### config.mk
export PLATFORM = sky130hd
export DESIGN_NAME = seg_xlat
export DESIGN_NICKNAME = d
export VERILOG_FILES = /design/src/rtl/seg_xlat_pkg.sv /design/src/rtl/seg_table.sv /design/src/rtl/seg_check.sv /design/src/rtl/seg_xlat.sv
export SDC_FILE = /design/constraint.sdc
export NUM_CORES = 1
export LEC_CHECK = 0
export BUFFER_PORTS_ARGS = -buffer_cell sky130_fd_sc_hd__buf_2
export CAP_MARGIN = 20
export CORE_UTILIZATION = 55
export DETAILED_ROUTE_END_ITERATION = 8
export GPL_TIMING_DRIVEN = 0
export PLACE_DENSITY_LB_ADDON = 0.08
export SYNTH_ARGS = -nofsm -noshare
export SYNTH_HDL_FRONTEND = slang
export SYNTH_SLANG_ARGS = --single-unit
### constraint.sdc
create_clock -name clk -period 5 [get_ports clk]
set_clock_uncertainty 0.2 [all_clocks]
set_input_delay 1 -clock clk [delete_from_list [all_inputs] [get_ports clk]]
set_output_delay 1 -clock clk [all_outputs]
set_load 0.01 [all_outputs]
### src/rtl/seg_xlat_pkg.sv
package seg_xlat_pkg;

    typedef enum logic [1:0] {
        ACC_READ  = 2'b00,
        ACC_WRITE = 2'b01,
        ACC_FETCH = 2'b10,
        ACC_RSVD  = 2'b11
    } acc_e;

    typedef enum logic [1:0] {
        CAUSE_NONE    = 2'b00,
        CAUSE_LIMIT   = 2'b01,
        CAUSE_PERM    = 2'b10,
        CAUSE_INVALID = 2'b11
    } cause_e;

    localparam int PERM_W = 3;
    localparam int PB_READ  = 0;
    localparam int PB_WRITE = 1;
    localparam int PB_FETCH = 2;

    function automatic logic perm_allows(input logic [PERM_W-1:0] p, input acc_e a);
        case (a)
            ACC_READ:  return p[PB_READ];
            ACC_WRITE: return p[PB_WRITE];
            ACC_FETCH: return p[PB_FETCH];
            default:   return 1'b0;
        endcase
    endfunction

endpackage

### src/rtl/seg_table.sv
module seg_table
    import seg_xlat_pkg::*;
#(
    parameter int SEG_W   = 3,
    parameter int NUM_SEG = 6,
    parameter int OFF_W   = 16,
    parameter int PA_W    = 24
) (
    input  logic                clk,
    input  logic                rst,
    input  logic                wr_en,
    input  logic [SEG_W-1:0]    wr_idx,
    input  logic [PA_W-1:0]     wr_base,
    input  logic [OFF_W-1:0]    wr_limit,
    input  logic [PERM_W-1:0]   wr_perm,
    input  logic                wr_valid,
    input  logic [SEG_W-1:0]    rd_idx,
    output logic [PA_W-1:0]     rd_base,
    output logic [OFF_W-1:0]    rd_limit,
    output logic [PERM_W-1:0]   rd_perm,
    output logic                rd_valid
);

    logic [PA_W-1:0]   ent_base  [NUM_SEG];
    logic [OFF_W-1:0]  ent_limit [NUM_SEG];
    logic [PERM_W-1:0] ent_perm  [NUM_SEG];
    logic              ent_vld   [NUM_SEG];

    for (genvar i = 0; i < NUM_SEG; i++) begin : g_ent
        localparam logic [SEG_W-1:0] IDX = SEG_W'(i);
        always_ff @(posedge clk) begin
            if (rst) begin
                ent_vld[i]   <= 1'b0;
                ent_base[i]  <= '0;
                ent_limit[i] <= '0;
                ent_perm[i]  <= '0;
            end else if (wr_en && wr_idx == IDX) begin
                ent_vld[i]   <= wr_valid;
                ent_base[i]  <= wr_base;
                ent_limit[i] <= wr_limit;
                ent_perm[i]  <= wr_perm;
            end
        end
    end

    always_comb begin
        rd_base  = '0;
        rd_limit = '0;
        rd_perm  = '0;
        rd_valid = 1'b0;
        for (int i = 0; i < NUM_SEG; i++) begin
            if (rd_idx == SEG_W'(i)) begin
                rd_base  = ent_base[i];
                rd_limit = ent_limit[i];
                rd_perm  = ent_perm[i];
                rd_valid = ent_vld[i];
            end
        end
    end

endmodule

### src/rtl/seg_check.sv
module seg_check
    import seg_xlat_pkg::*;
#(
    parameter int OFF_W = 16,
    parameter int PA_W  = 24
) (
    input  logic [PA_W-1:0]    base,
    input  logic [OFF_W-1:0]   limit,
    input  logic [PERM_W-1:0]  perm,
    input  logic               ent_ok,
    input  logic [OFF_W-1:0]   off,
    input  acc_e               acc,
    output logic [PA_W-1:0]    paddr,
    output cause_e             cause
);

    logic [PA_W-1:0] sum;
    logic            in_bounds;
    logic            allowed;

    assign sum       = base + PA_W'(off);
    assign in_bounds = off < limit;
    assign allowed   = perm_allows(perm, acc);

    always_comb begin
        if (!ent_ok)          cause = CAUSE_INVALID;
        else if (!in_bounds)  cause = CAUSE_LIMIT;
        else if (!allowed)    cause = CAUSE_PERM;
        else                  cause = CAUSE_NONE;
        paddr = (cause == CAUSE_NONE) ? sum : '0;
    end

endmodule

### src/rtl/seg_xlat.sv
module seg_xlat
    import seg_xlat_pkg::*;
#(
    parameter int SEG_W   = 3,
    parameter int NUM_SEG = 6,
    parameter int OFF_W   = 16,
    parameter int PA_W    = 24
) (
    input  logic               clk,
    input  logic               rst,
    input  logic               cfg_we,
    input  logic [SEG_W-1:0]   cfg_idx,
    input  logic [PA_W-1:0]    cfg_base,
    input  logic [OFF_W-1:0]   cfg_limit,
    input  logic [2:0]         cfg_perm,
    input  logic               cfg_valid,
    input  logic               req_valid,
    output logic               req_ready,
    input  logic [SEG_W-1:0]   req_seg,
    input  logic [OFF_W-1:0]   req_off,
    input  logic [1:0]         req_acc,
    output logic               rsp_valid,
    input  logic               rsp_ready,
    output logic [PA_W-1:0]    rsp_paddr,
    output logic [1:0]         rsp_cause
);

    localparam logic [SEG_W:0] SEG_LIM = (SEG_W+1)'(NUM_SEG);

    logic [PA_W-1:0]   t_base;
    logic [OFF_W-1:0]  t_limit;
    logic [PERM_W-1:0] t_perm;
    logic              t_valid;
    logic              seg_in_range;
    logic [PA_W-1:0]   x_paddr;
    cause_e            x_cause;
    logic              accept;

    seg_table #(
        .SEG_W(SEG_W), .NUM_SEG(NUM_SEG), .OFF_W(OFF_W), .PA_W(PA_W)
    ) u_table (
        .clk      (clk),
        .rst      (rst),
        .wr_en    (cfg_we),
        .wr_idx   (cfg_idx),
        .wr_base  (cfg_base),
        .wr_limit (cfg_limit),
        .wr_perm  (cfg_perm),
        .wr_valid (cfg_valid),
        .rd_idx   (req_seg),
        .rd_base  (t_base),
        .rd_limit (t_limit),
        .rd_perm  (t_perm),
        .rd_valid (t_valid)
    );

    assign seg_in_range = {1'b0, req_seg} < SEG_LIM;

    seg_check #(.OFF_W(OFF_W), .PA_W(PA_W)) u_check (
        .base   (t_base),
        .limit  (t_limit),
        .perm   (t_perm),
        .ent_ok (t_valid && seg_in_range),
        .off    (req_off),
        .acc    (acc_e'(req_acc)),
        .paddr  (x_paddr),
        .cause  (x_cause)
    );

    assign req_ready = !rsp_valid || rsp_ready;
    assign accept    = req_valid && req_ready;

    always_ff @(posedge clk) begin
        if (rst) begin
            rsp_valid <= 1'b0;
            rsp_paddr <= '0;
            rsp_cause <= CAUSE_NONE;
        end else if (accept) begin
            rsp_valid <= 1'b1;
            rsp_paddr <= x_paddr;
            rsp_cause <= x_cause;
        end else if (rsp_ready) begin
            rsp_valid <= 1'b0;
        end
    end

endmodule

==> out/metrics.yaml <==
status:
  status: "completed"
floorplan:
  die_x_um: 162.3
  initial_core_util: 0.5611
  row_count: 58
  io_pins: 101
  die_h_um: 162.3
  dieArea_um2: 26330
  core_area_um2: 25180
critical_path:
  timing.rr.end: "rsp_paddr[7]"
  path_depth: 15
  cp-end-kind: "flip-flop"
  crit_chain: "buf_2, buf_6, buf_6, clkbuf_1, mux2i_1, o21ai_0, a222oi_1, ha_1, a21o_1, a21o_1, a21oi_1, and3_1, nand3_1, buf_2, o31ai_1"
  crit_fanout: 10
  cp_top_family: "compound AO/OA/AOI/OAI gates"
  critPathLaunchType: "input pin"
  worst-r2r-setup-slack_ns: 1.55
  slowest_stage: "clkbuf_1"
  path_buf_inv: 5
  critPathKind: "input pin to flip-flop"
  slowest_delay_ns: 0.60
  critPathArrivalTime_ns: 5.05
  critPathRequiredTime_ns: 5.28
  crit_start: "req_seg[1]"
  r2r_cells: 11
  regToRegStartpoint: "u_table.ent_limit[1][17]"
sta:
  rsz0062_at_grt: "false"
  finalSetupTns_ns: 0
  slew_headroom: 0.3723
  hold_viol: 0
  timing.final.crit_share: 0.9549
  max_slew.worst_pin.slew_ns: 0.9381
  min_period_ns: 4.774
  slew_violations: 0
  setup_ws_ns: 0.2257
  finalSetupViolCount: 0
  fmax_mhz: 209.5
clock_tree:
  cts_tree: "done"
  cts_setup_buffers: 0
  numCtsBuffers: 31
  clkTransAtPathRegs_ns: 0.06
  cts-root-buf: "clkbuf_16"
  htree_levels: 1
  clkSinkCount: 291
  insertion_delay_ns: 0.57
  cts_buffer_depth: 3
route:
  wire_per_inst_um: 22.74
  drc: 0
  wirelength_um: 35630
  drtPass1Iterations: 6
  viasPerCell: 5.873
  via_count: 9203
  ant_nets: 0
  dr.first_iter.drc_count: 806
layout:
  mostFrequentLayoutCells: "and2_1, edfxtp_1, buf_2"
  fin_nets: 1321
  syn2layout_area_growth_pct: 14.51
  n_fill_cell: 1921
  layout_commonest_cell: "and2_1"
  multiInputGateArea_um2: 5328
  final-seq-area_um2: 8468
  stdcell_area_um2: 16180
  drive_above_1_share: 0.1748
min_path:
  min_from: "rsp_paddr[13]"
  whs_endpoint: "rsp_paddr[13]"
  hold_path.class: "flip-flop to flip-flop"
  worstHoldPathCells: 2
global_route:
  grt_pass1_vias: 9077
  grt_max_degree: 45
  grt_pass1_wl_um: 53450
  gr-total-overflow: 0
  antenna_found_initial: 0
  grt_usage: 0.2768
synthesis:
  syn_area_um2: 14130
  synthDistinctLibCells: 74
  synth_warnings: 0
  syn_nets: 1182
  ys_async_sr_fraction: 0
  syn_inst: 1077
  synth_edf_count: 264
  yosysSeqAreaShare: 0.5993
  synth_seq_cells: 291
  syn_avg_cell_area_um2: 13.12
  synthFlopType: "edfxtp_1"
flow_run:
  maxCapViolations: 0
power_and_ir_drop:
  p_leak_nw: 6.161
  ir_drop_mv: 0.2632
  p_per_area_nw_per_um2: 356.1
placement:
  place_area_um2: 15170
  post-place-ws_ns: -0.7055
  portBuffers: 98
  gp_congestion: 0.9015
  dp_hpwl_um: 24680
worst register-to-register path: stages, from the launching register on:
cell and delay [ns]:
edfxtp_1 0.40, mux4_2 0.49, a21oi_1 0.25, ha_1 0.27, o21ai_0 0.14, nand2b_1 0.08, a211oi_1 0.30, o41ai_2 0.15
a31oi_2 0.36, nand3_1 0.26, buf_2 0.26, o31ai_1 0.23
metal layers:
layer,wire [um],GRT usage,up-vias
met5,0,0,-
met4,1127,0.09262,0
met3,2191,0.04188,69
met2,17000,0.4567,307
met1,15310,0.3751,4565
li1,-,-,4262
flip-flops by register name (all words and copies together) (netlist names):
signal             flops
u_table.ent_limit     96
u_table.ent_vld        6
rsp_valid              1
rsp_cause              2
u_table.ent_base     144
rsp_paddr             24
u_table.ent_perm      18
cell usage after synthesis (8+ instances only):
| master | count | area, um2 |
|---|---|---|
| xor2_1 | 8 | 70.07 |
| and2_1 | 267 | 1670 |
| buf_2 | 8 | 40.04 |
| edfxtp_1 | 264 | 7928 |
| ha_1 | 31 | 387.9 |
| a21o_1 | 11 | 82.58 |
| a22o_1 | 17 | 148.9 |
| a21oi_1 | 22 | 110.1 |
| dfxtp_1 | 27 | 540.5 |
| o21ai_0 | 50 | 250.2 |
| clkbuf_1 | 41 | 153.9 |
| mux2i_1 | 37 | 370.4 |
| xnor2_1 | 10 | 87.58 |
| nand2_1 | 70 | 262.8 |
| mux4_2 | 18 | 405.4 |
| inv_1 | 9 | 33.78 |
| a222oi_1 | 14 | 140.1 |
| o21ai_1 | 9 | 45.04 |
| nand2b_1 | 10 | 62.56 |
| nor2_1 | 23 | 86.33 |
power by group:
| group | internal, W | total, W | switching [W] |
|---|---|---|---|
| Sequential | 0.00280 | 0.00284 | 0.0000395 |
| Combinational | 0.000251 | 0.000645 | 0.000394 |
| Clock | 0.00137 | 0.00227 | 0.000900 |
through the flow:
stage	instances	hold WS, ns	util	total power [W]
4_1_cts	1565	0.2451	0.6420	0.005779
3_3_place_gp	1505	0.2310	0.5970	0.003512
3_5_place_dp	1512	0.2373	0.6023	0.003533
5_1_grt	1566	0.2549	0.6425	0.005934
6_report	1567	0.2426	0.6426	0.005762
2_1_floorplan	1077	0.2697	-	0.003292
final cells by class:
| class | instances | share of cell area |
|---|---|---|
| repair buffers | 106 | 0.03789 |
| clock inverters | 11 | 0.009279 |
| flip-flops and latches | 291 | 0.5234 |
| clock buffers | 42 | 0.05235 |
| diodes | 1 | 0.0001547 |
| multi-input cells | 716 | 0.3293 |
| inverters | 10 | 0.003170 |
| plain buffers | 60 | 0.01902 |
| well taps | 330 | 0.02552 |
logic make-up after synthesis:
kind of cell / count (synthesis) / synth area share
AO/OA/AOI/OAI: 183 / 0.09555
multiplexers: 67 / 0.06925
AND/OR/NAND/NOR: 416 / 0.1707
flip-flops: 291 / 0.5993
XOR/XNOR: 18 / 0.01116
buffers and inverters: 70 / 0.02515
adder cells (fa/ha/maj): 32 / 0.02887
repair_timing:
item | CTS | global route
hold buffers | 0 | 0
cloned | 0 | 0
hold endpoints to repair | 0 | 0
resized for setup | 2 | 3
endpoints found under the setup margin | 3 | 7
how the worst max path moves through the flow:
stage	to
after floorplan	rsp_paddr[22]
after global placement	rsp_paddr[22]
after detailed placement	rsp_paddr[22]
after CTS	rsp_paddr[22]
after global routing	rsp_paddr[22]
final	rsp_paddr[7]
(Power assumes the default switching activity.)
